===== src/rtl/uart_tx_pkg.sv =====
package uart_tx_pkg;

   typedef struct packed {
      logic long_fmt;
      logic par_en;
      logic par_odd;
      logic stop_two;
   } tx_fmt_t;

   function automatic int frame_bits_max(input int data_w);
      return 1 + data_w + 1 + 2;
   endfunction

endpackage


===== src/rtl/uart_tx_parity.sv =====
module uart_tx_parity #(
   parameter int DATA_W = 8
) (
   input  logic [DATA_W-1:0] data,
   input  logic              long_fmt,
   input  logic              odd,
   output logic              par_bit
);
   logic [DATA_W-1:0] masked;

   for (genvar g = 0; g < DATA_W; g++) begin : g_mask
      if (g == DATA_W - 1) begin : g_top
         assign masked[g] = data[g] & long_fmt;
      end else begin : g_low
         assign masked[g] = data[g];
      end
   end

   // even sense: parity equals XOR of data, making the total count even
   assign par_bit = (^masked) ^ odd;
endmodule


===== src/rtl/uart_tx_framer.sv =====
module uart_tx_framer
   import uart_tx_pkg::*;
#(
   parameter int DATA_W  = 8,
   parameter int FRAME_W = 12,
   parameter int CNT_W   = 4
) (
   input  logic [DATA_W-1:0]  data,
   input  tx_fmt_t            fmt,
   output logic [FRAME_W-1:0] frame,
   output logic [CNT_W-1:0]   nbits
);
   logic             par_bit;
   logic [CNT_W-1:0] dlen;

   uart_tx_parity #(.DATA_W(DATA_W)) u_par (
      .data     (data),
      .long_fmt (fmt.long_fmt),
      .odd      (fmt.par_odd),
      .par_bit  (par_bit)
   );

   assign dlen = fmt.long_fmt ? CNT_W'(DATA_W) : CNT_W'(DATA_W - 1);

   always_comb begin
      frame    = '1;
      frame[0] = 1'b0;
      for (int i = 0; i < DATA_W; i++) begin
         if (i < int'(dlen)) frame[1 + i] = data[i];
      end
      if (fmt.par_en) frame[int'(dlen) + 1] = par_bit;
   end

   assign nbits = CNT_W'(1) + dlen + CNT_W'(fmt.par_en)
                + (fmt.stop_two ? CNT_W'(2) : CNT_W'(1));
endmodule


===== src/rtl/uart_tx_shifter.sv =====
module uart_tx_shifter #(
   parameter int FRAME_W = 12,
   parameter int CNT_W   = 4
) (
   input  logic               clk,
   input  logic               rst_n,
   input  logic               run_en,
   input  logic               bit_tick,
   input  logic               load,
   input  logic [FRAME_W-1:0] frame,
   input  logic [CNT_W-1:0]   nbits,
   output logic               line_q,
   output logic               busy_q
);
   logic [FRAME_W-1:0] shreg;
   logic [CNT_W-1:0]   left;

   always_ff @(posedge clk or negedge rst_n) begin
      if (!rst_n) begin
         line_q <= 1'b1;
         busy_q <= 1'b0;
         shreg  <= '1;
         left   <= '0;
      end else if (!run_en) begin
         line_q <= 1'b1;
         busy_q <= 1'b0;
         left   <= '0;
      end else if (!busy_q) begin
         if (load) begin
            busy_q <= 1'b1;
            line_q <= frame[0];
            shreg  <= {1'b1, frame[FRAME_W-1:1]};
            left   <= nbits - CNT_W'(1);
         end
      end else if (bit_tick) begin
         if (left == '0) begin
            busy_q <= 1'b0;
            line_q <= 1'b1;
         end else begin
            line_q <= shreg[0];
            shreg  <= {1'b1, shreg[FRAME_W-1:1]};
            left   <= left - CNT_W'(1);
         end
      end
   end
endmodule


===== src/rtl/uart_frame_tx.sv =====
module uart_frame_tx
   import uart_tx_pkg::*;
#(
   parameter int DATA_W = 8
) (
   input  logic              clk,
   input  logic              rst_n,
   input  logic              run_en,
   input  logic              fmt_long,
   input  logic              par_en,
   input  logic              par_odd,
   input  logic              stop_two,
   input  logic              bit_tick,
   input  logic              wr_stb,
   input  logic [DATA_W-1:0] wr_data,
   output logic              tx_line,
   output logic              tx_busy
);
   localparam int FRAME_W = frame_bits_max(DATA_W);
   localparam int CNT_W   = $clog2(FRAME_W + 1);

   if (DATA_W < 2) begin : g_bad_width
      $error("uart_frame_tx: DATA_W must be at least 2");
   end

   tx_fmt_t            fmt;
   logic [FRAME_W-1:0] frame;
   logic [CNT_W-1:0]   nbits;

   assign fmt = '{long_fmt: fmt_long, par_en: par_en, par_odd: par_odd, stop_two: stop_two};

   uart_tx_framer #(.DATA_W(DATA_W), .FRAME_W(FRAME_W), .CNT_W(CNT_W)) u_frm (
      .data  (wr_data),
      .fmt   (fmt),
      .frame (frame),
      .nbits (nbits)
   );

   uart_tx_shifter #(.FRAME_W(FRAME_W), .CNT_W(CNT_W)) u_shf (
      .clk      (clk),
      .rst_n    (rst_n),
      .run_en   (run_en),
      .bit_tick (bit_tick),
      .load     (wr_stb),
      .frame    (frame),
      .nbits    (nbits),
      .line_q   (tx_line),
      .busy_q   (tx_busy)
   );
endmodule


===== config.mk =====
export PLATFORM = sky130hd
export DESIGN_NAME = uart_frame_tx
export DESIGN_NICKNAME = d
export VERILOG_FILES = /design/src/rtl/uart_tx_pkg.sv /design/src/rtl/uart_tx_parity.sv /design/src/rtl/uart_tx_framer.sv /design/src/rtl/uart_tx_shifter.sv /design/src/rtl/uart_frame_tx.sv
export SDC_FILE = /design/constraint.sdc
export NUM_CORES = 1
export LEC_CHECK = 0
export ABC_AREA = 1
export BUFFER_PORTS_ARGS = -buffer_cell sky130_fd_sc_hd__buf_2
export CAP_MARGIN = 40
export CORE_AREA = 5 5 52 54
export CTS_BUF_LIST = sky130_fd_sc_hd__clkbuf_8
export DETAILED_ROUTE_END_ITERATION = 6
export DIE_AREA = 0 0 57 59
export GPL_TIMING_DRIVEN = 0
export PLACE_DENSITY = 0.8
export SETUP_SLACK_MARGIN = 0.3
export SLEW_MARGIN = 40
export SYNTH_ARGS = -nofsm -noshare
export SYNTH_HDL_FRONTEND = slang
export SYNTH_SLANG_ARGS = --single-unit

===== constraint.sdc =====
create_clock -name clk -period 1.4 [get_ports clk]
set_clock_uncertainty 0.05 [all_clocks]
set_input_delay 0.21 -clock clk [delete_from_list [all_inputs] [get_ports clk]]
set_output_delay 0.21 -clock clk [all_outputs]
set_load 0.02 [all_outputs]

==> impl_summary.md, run 1 <==
Run status
The flow ran to the end, but the final reports show violations. The checks that failed: setup timing.

Routing
The wire length after detailed routing is 2.953 mm. The number of nets with antenna violations after routing is 0. The total DRC errors in the routed layout is 0. For this run, the detailed router's first-pass iteration total came to 5.

After detailed routing, the average wire length per cell comes to ~14 um. For this block, the via count after detailed routing is around 1100. In the routed layout, each cell is associated on average with a via count of 5.157.

After the first detailed-routing iteration, the DRC count stood at 21.

Synth
The synthesized netlist net count is 166. The netlist uses 30 different library cells. By area, the combinational part of the netlist is dominated by simple AND/OR/NAND/NOR gates. The cell taking the most area after synthesis is dfstp_2. The synthesized-area fraction occupied by and/or/nand/nor cells is 28.49%.

Yosys instantiated no cell more often than nand2_1. Summing the sequential cell areas from Yosys gives 36.05% of the chip area. By area the synthesized netlist is led by dfstp_2 (24%), nand2_1 (16%), dfrtp_1 (12%). During synthesis, Yosys emitted a total of 0 warnings. The xor and xnor area share after synthesis is around 1.6%.

In the synthesized netlist, the cells that appear most often are nand2_1 (46), inv_1 (19), dfstp_2 (10), nor2_1 (10), o21ai_0 (10). Of the post-synthesis cell area, the dominant cell type holds roughly a quarter. The post-synthesis sequential element count is 15. A synthesized cell averages roughly 7.5 sq um. In the synthesized netlist the dominant register cell turns out to be dfstp_2.

The post-synth design cell area is between 0.001 and 0.0015 sq mm. The synthesized design contains 0 enable-type register cells. Multiplexer cells account for 0% of the synthesized area. In the synthesized netlist the async set-or-reset flop fraction comes to 100.0%.

Synthesis produced around 140 cells. The share of synthesized cell area in full adder, half adder and majority cells is between 8 and 9%. The synthesized-area fraction occupied by ao, oa, aoi and oai cells is about 15%.

GRT
The global-route wire length before repair is 4.422 mm. The largest net degree at the start of global routing is 16. The number of antenna violations at the first check in global routing is 0. The overall global routing resource usage is 17.36%. The number of global-route vias before repair came to 1038. After global routing the overflow that remains totals 0.

Layout
After the last flow step, the layout net total stands at ~200. In the final layout, the share of cells above drive strength 1 is 43.41%. Cells fill 69.72% of the core in the end.

The area overhead of the layout relative to synthesis is 40.58%. The count of placed standard cells in the final layout, fillers left out is between 200 and 250. The antenna diode count is 0.

Pwr
For this design the ratio of total power to cell area is 1134 mW/mm^2. The analysis attributes to cell leakage a power of approximately 0.76 nW. The worst-case IR drop observed on VDD is roughly 810 uV.

STA
The final critical path takes up 105.2% of the cycle. Derived from the worst setup path, the maximum achievable clock frequency is ~0.68 GHz. The slew at the pin with the worst max-slew slack is about 0.4 ns. The total setup violations reported at the end of the flow is 11.

The time the final worst path needs with I/O delays and setup is about 1.5 ns. The smallest setup slack after layout is -0.07315 ns. The count of pins over their slew limit is 0. Setup repair after global routing could not meet its margin everywhere. The final hold violation count came to 0. In this run the tightest slew margin relative to its limit is 73.21%.

Setup path
For the worst setup path, the data arrival time is around 1.6 ns. The count of buffering cells on the critical path with inverters included is 3. The critical path's slowest cell is dfrtp_2.

Walking the worst path, the cells encountered are inv_4 -> nand2_2 -> nand2_1 -> nand2_4 -> nor2_4 -> clkinv_4 -> clkbuf_16 -> o22ai_2. In this run the worst path has a maximum fanout of 6. The required arrival time at the worst endpoint is 1.52 ns. In this run the critical register-to-register path is launched from u_shf.busy_q.

The logic depth of the worst setup path including buffers is 8. The type of the worst setup path is flip-flop to flip-flop. In this design, the stage delay of the slowest critical-path cell is 0.45 ns. In this run the critical register-to-register path is captured at u_shf.left[1]. In this design, the largest share of critical-path delay is due to flip-flops. STA classifies the critical path endpoint as a flip-flop. The slack of the worst reg-to-reg path is -0.07 ns. The depth of the worst register-to-register path is 8. STA classifies the critical path startpoint as a flip-flop.

Floorplanning
The die covers about 0.0034 sq mm. The total I/O pin count is 19. Measured along the x axis, the die boundary spans ~57 um. After floorplanning, the core was divided into 17 placement rows. The core region is 0.002170 sq mm.

The floorplan step set the die height to about 59 um. Once the floorplan was initialized, standard cells occupied between 40% and 50% of the core.

Min path
The start point of the worst hold path is run_en. The endpoint with the worst hold slack is u_shf.busy_q. The min-delay analysis places its worst path in the category primary input to flip-flop. The worst hold path passes through 3 cells.

Place
Routability-driven placement finished with a final weighted congestion of approximately 0.76. Once detailed placement completed, the half-perimeter wirelength came to 1.885 mm. The count of input and output buffers is 18. Counting tap cells, the placed design contains a total of roughly 190 instances.

CTS
The buffer depth of the longest clock path is 2. The number of buffers created by CTS is 3. CTS built an H-tree with a depth of 1. The CTS tree is done. The cell at the root of the clock tree is clkbuf_8. For the worst-skew pair, the clock arrives at the later sink with an insertion delay of 0.25 ns.

The clock-pin slew on the worst setup and hold paths is approximately 0.060 ns. The number of clock sinks is 15.

Run
Across the run, the number of max-cap violations was 0.
cell usage in the layout (no fill, tap or decap), types with 4 or more instances in the layout:
cell type / n
nand2_1: 41
inv_1: 16
buf_2: 16
buf_4: 13
nor2_1: 10
dfstp_2: 10
nand3_1: 8
o21ai_0: 7
nand2_2: 6
buf_6: 4
o21ai_2: 4
dfrtp_1: 4
kinds of logic after synthesis:
| logic type | after synthesis |
|---|---|
| compound gates | 25 |
| xor+xnor | 2 |
| buf+inv | 24 |
| fa+ha+maj | 6 |
| simple gates | 71 |
| flops | 15 |
routing by layer:
metal | wire, um | track usage (%) | part of all wire [%]
met5 | 0 | 0 | 0
met4 | 117 | 9.934 | 4.0
met3 | 120 | 2.614 | 4.1
met2 | 1592 | 32.95 | 54
met1 | 1122 | 18.11 | 38
power by group:
group	internal, mW	switching (mW)
logic	0.314	0.360
clock network	0.198	0.166
registers	0.601	0.0770
worst register-to-register path, delay by kind of cell, from the launching register on:
| kind | cells | cell delay (ns) |
|---|---|---|
| flip-flops | 1 | 0.45 |
| AND/OR/NAND/NOR | 4 | 0.41 |
| buffers and inverters | 3 | 0.38 |
| AO/OA/AOI/OAI | 1 | 0.10 |
stage by stage:
| step | hold WS, ns | cell area (sq um) | setup slack (ns) | setup TNS, ns | total power, mW |
|---|---|---|---|---|---|
| floorplan | -0.1356 | 1099 | 0.06410 | 0 | 0.9990 |
| global placement | 0.07000 | 1224 | -0.01055 | -0.02924 | 1.103 |
| detailed placement | 0.07437 | 1224 | -0.06511 | -0.4324 | 1.129 |
| CTS | 0.1356 | 1399 | 0.001626 | 0 | 1.587 |
| global route | 0.1763 | 1513 | -0.1303 | -1.201 | 1.812 |
| finish | 0.1565 | 1513 | -0.07315 | -0.4529 | 1.715 |
registers in the layout, indices dropped and copies added (netlist names):
register,cells
u_shf.line_q,1
u_shf.shreg,9
u_shf.left,4
u_shf.busy_q,1
layout make-up:
class,instances,area (sq um)
Multi-Input combinational cell,104,668.1
Clock inverter,1,5.005
Inverter,21,86.33
Sequential cell,15,389.1
Timing Repair Buffer,34,246.5
Timing Repair inverter,1,6.256
Fill cell,184,656.9
Buffer,3,35.03
Tap cell,28,35.03
Clock buffer,3,41.29
how the worst max path moves through the flow:
stage | start | endpoint
after floorplan | u_shf.busy_q | u_shf.shreg[5]
after global placement | u_shf.busy_q | u_shf.shreg[0]
after detailed placement | u_shf.busy_q | u_shf.left[1]
after CTS | u_shf.left[1] | u_shf.shreg[0]
after global routing | u_shf.busy_q | u_shf.left[1]
final | u_shf.busy_q | u_shf.left[1]
what timing repair did:
item	4_1_cts	5_1_grt
endpoints found under the hold margin	5	0
endpoints found under the setup margin	16	17
hold buffers	1	0
gates cloned	1	1
gates resized for setup	14	14
buffers inserted	10	4
pin swaps	2	4
(Power assumes the default switching activity.)
==> run 2, diff against run 1 <==
--- a/config.mk
+++ b/config.mk
@@ -14,8 +14,8 @@
 export DIE_AREA = 0 0 57 59
 export GPL_TIMING_DRIVEN = 0
 export PLACE_DENSITY = 0.8
-export SETUP_SLACK_MARGIN = 0.3
-export SLEW_MARGIN = 40
+export SETUP_SLACK_MARGIN = 0.5
+export SLEW_MARGIN = 5
 export SYNTH_ARGS = -nofsm -noshare
 export SYNTH_HDL_FRONTEND = slang
 export SYNTH_SLANG_ARGS = --single-unit
==> run 2 against run 1 <==
Net effect: routed wire length is 9.0% lower; first-iteration DRC count up 9.5%; critical endpoint is now u_shf.shreg[5]; critical path depth did not move; critical path type unchanged; the flow still finishes with violations (setup timing).
==> impl_summary.md, run 2 (synthesis results as in run 1) <==
Setup path
The depth of the worst register-to-register path is 8 (unchanged). STA classifies the critical path startpoint as a flip-flop. The arrival time of data at the critical path endpoint is 1.58 ns (-0.02 ns). Tracing the worst setup path back leads to its startpoint at u_shf.left[1].

The slack of the worst reg-to-reg path is -0.06 ns (+0.02 ns). The required arrival time at the worst endpoint is 1.52 ns (about the same). The worst setup path is of the flip-flop to flip-flop kind. The worst register-to-register path ends at u_shf.shreg[5]. The maximum fanout count along the critical path is 5 (-1).

The startpoint of the worst-slack reg-to-reg timing path is u_shf.left[1]. The type of destination of the critical path is a flip-flop.

Layout
In the layout the commonest cells are nand2_1 (40), inv_1 (18), buf_2 (16). The register with the most flip-flops in the final layout is u_shf.shreg. The most common cell after layout, fill and taps aside is nand2_1. The number of flip-flops under the largest register name is 9 (unchanged). The flip-flop and latch area came to 389.1 sq um (unchanged). The share of post-route cells with drive strength above 1 is 41.90% (-1.5 points). The number of inserted filler cells in the final layout was 184 (unchanged).

The area overhead of the layout relative to synthesis is 38.84%. The multi-input combinational cell area came to 666.9 sq um (-0.19%). The largest registers in the layout are u_shf.shreg (9), u_shf.left (4).

The number of nets in the layout was 203 (-1.5%). The antenna diode count came to 0 (unchanged).

STA
The total negative slack for setup checks was -0.2091 ns (+0.2438 ns). The worst-case headroom to the max-slew limit is 72.33% (-0.89 points). The time the final worst path needs with I/O delays and setup was 1.457 ns (-0.01651 ns).

Setup repair after global routing could not meet its margin everywhere. The final hold violation count is 0 (unchanged). The slew at the pin with the worst max-slew slack is 0.4151 ns (+0.01332 ns).

The final period utilization is 104.0% (-1.2 points). The smallest setup slack after layout is -0.05664 ns (+0.01651 ns). The highest attainable clock frequency came to 0.6865 GHz (+1.1%). The total setup violations reported at the end of the flow is 10 (-1). The worst hold slack after final layout is 0.1522 ns (-0.004293 ns). The count of pins over their slew limit is 0 (unchanged).

Floorplanning
The horizontal extent of the die came to 57 um (unchanged). The die boundary height is 59 um (unchanged). The row count is 17 (unchanged). The core footprint is 0.002170 sq mm (unchanged). The floorplan die area is 0.003363 sq mm (unchanged). The total I/O pin count was 19 (unchanged). The initial core utilization is 49.60% (unchanged).

Place
The count of input and output buffers is 18 (unchanged). The final RePlAce weighted congestion is 0.7546 (-0.24%). The detailed placement HPWL is 1.795 mm (-4.8%).

CTS
The H-tree depth is 1 (unchanged). The later-pin clock latency in the skew report came to 0.25 ns (about the same). TritonCTS built the clock tree. The buffer depth of the longest clock path is 2 (unchanged). The number of clock sinks is 15 (unchanged).

The number of buffers created by CTS is 3 (unchanged). The cell at the root of the clock tree is clkbuf_8. The clock-pin slew on the worst setup and hold paths came to 0.06 ns (about the same).

Routing
The number of nets with antenna violations after routing was 0 (unchanged). The mean routed wirelength per cell is 12.99 um (-7.7%). The total DRC errors in the routed layout is 0 (unchanged). The number of vias after detailed routing is 1053 (-2.8%). The number of detailed-route iterations in the first pass came to 4 (-1).

The via density per instance is 5.087 (-1.4%). The starting DRC count in detailed routing is 23 (+9.5%). The wire length after detailed routing came to 2.688 mm (-9.0%).

Run status
The checks that failed: setup timing. The flow ran to the end, but the final reports show violations.

Min path
The count of cells along the worst hold path was 2 (-1). The start point of the worst hold path is run_en. The endpoint with the worst hold slack is u_shf.line_q. The min-delay analysis places its worst path in the category primary input to flip-flop.

Pwr
The areal power density over the cells is 1114 mW/mm^2 (-1.8%). The leakage power was 0.7459 nW (-1.9%). The maximum vdd drop was 718.7 uV (-11%).

Run
The number of max-cap violations is 0 (unchanged).

GRT
The largest net degree at the start of global routing was 16 (unchanged). The number of global-route vias before repair is 1096 (+5.6%). The global-route wire length before repair came to 4.781 mm (+8.1%). The overall global routing resource usage is 18.05% (+0.69 points). The number of antenna violations at the first check in global routing is 0 (unchanged). The sum of overflow across all layers after global routing is 0 (unchanged).
-- run 2: area by class of cell --
cell class                 count  share of cell area (%)
sequential                    15                   26.05
buffer                         3                   2.010
clock inverter                 1                  0.2513
multi-input combinational    104                   44.64
timing repair buffer          31                   15.91
timing repair inverter         1                  0.2513
tap                           28                   2.345
inverter                      21                   5.779
clock buffer                   3                   2.764
-- run 2: what timing repair did --
action / in CTS / in global routing
setup endpoints to repair: 17 / 17
pin swaps: 3 / 6
buffers inserted: 9 / 2
resized for setup: 23 / 6
hold buffers: 1 / 0
gates cloned: 2 / 0
endpoints found under the hold margin: 5 / 0
-- run 2: how the worst max path moves through the flow --
stage,endpoint,slack (ns),cells past startpoint
floorplan,u_shf.shreg[5],0.06,8
global placement,u_shf.shreg[0],-0.01,9
detailed placement,u_shf.left[1],-0.07,8
CTS,u_shf.shreg[8],-0.02,9
global route,u_shf.shreg[5],-0.13,8
finish,u_shf.shreg[5],-0.06,8
-- run 2: stage by stage --
stage	power, mW	instances	instance area [sq um]	utilization, %	setup WS (ns)
floorplan	0.9990	143	1099	-	0.06410
global placement	1.103	189	1224	56.40	-0.009510
detailed placement	1.129	189	1224	56.40	-0.07495
CTS	1.613	205	1453	66.96	-0.02413
global route	1.778	207	1494	68.86	-0.1263
finish	1.664	207	1494	68.86	-0.05664
-- run 2: layer usage --
metal,vias up,GRT usage [%],wire length (um)
met5,-,0,0
met2,30,33.77,1372
met4,0,7.285,84
met3,9,3.704,120
met1,486,19.86,1111
li1,528,-,-
-- run 2: critical path, stage by stage, from the launching register on --
cell and delay (ns):
dfrtp_1 0.37, inv_2 0.06, ha_4 0.17, nand4_4 0.11, nand2_4 0.07, nor2_4 0.19
inv_6 0.08, buf_6 0.13, o31ai_4 0.15
-- run 2: power by group --
group	switching, mW	internal, mW
Combinational	0.345	0.302
Sequential	0.0745	0.601
Clock	0.147	0.194
Total	0.567	1.10
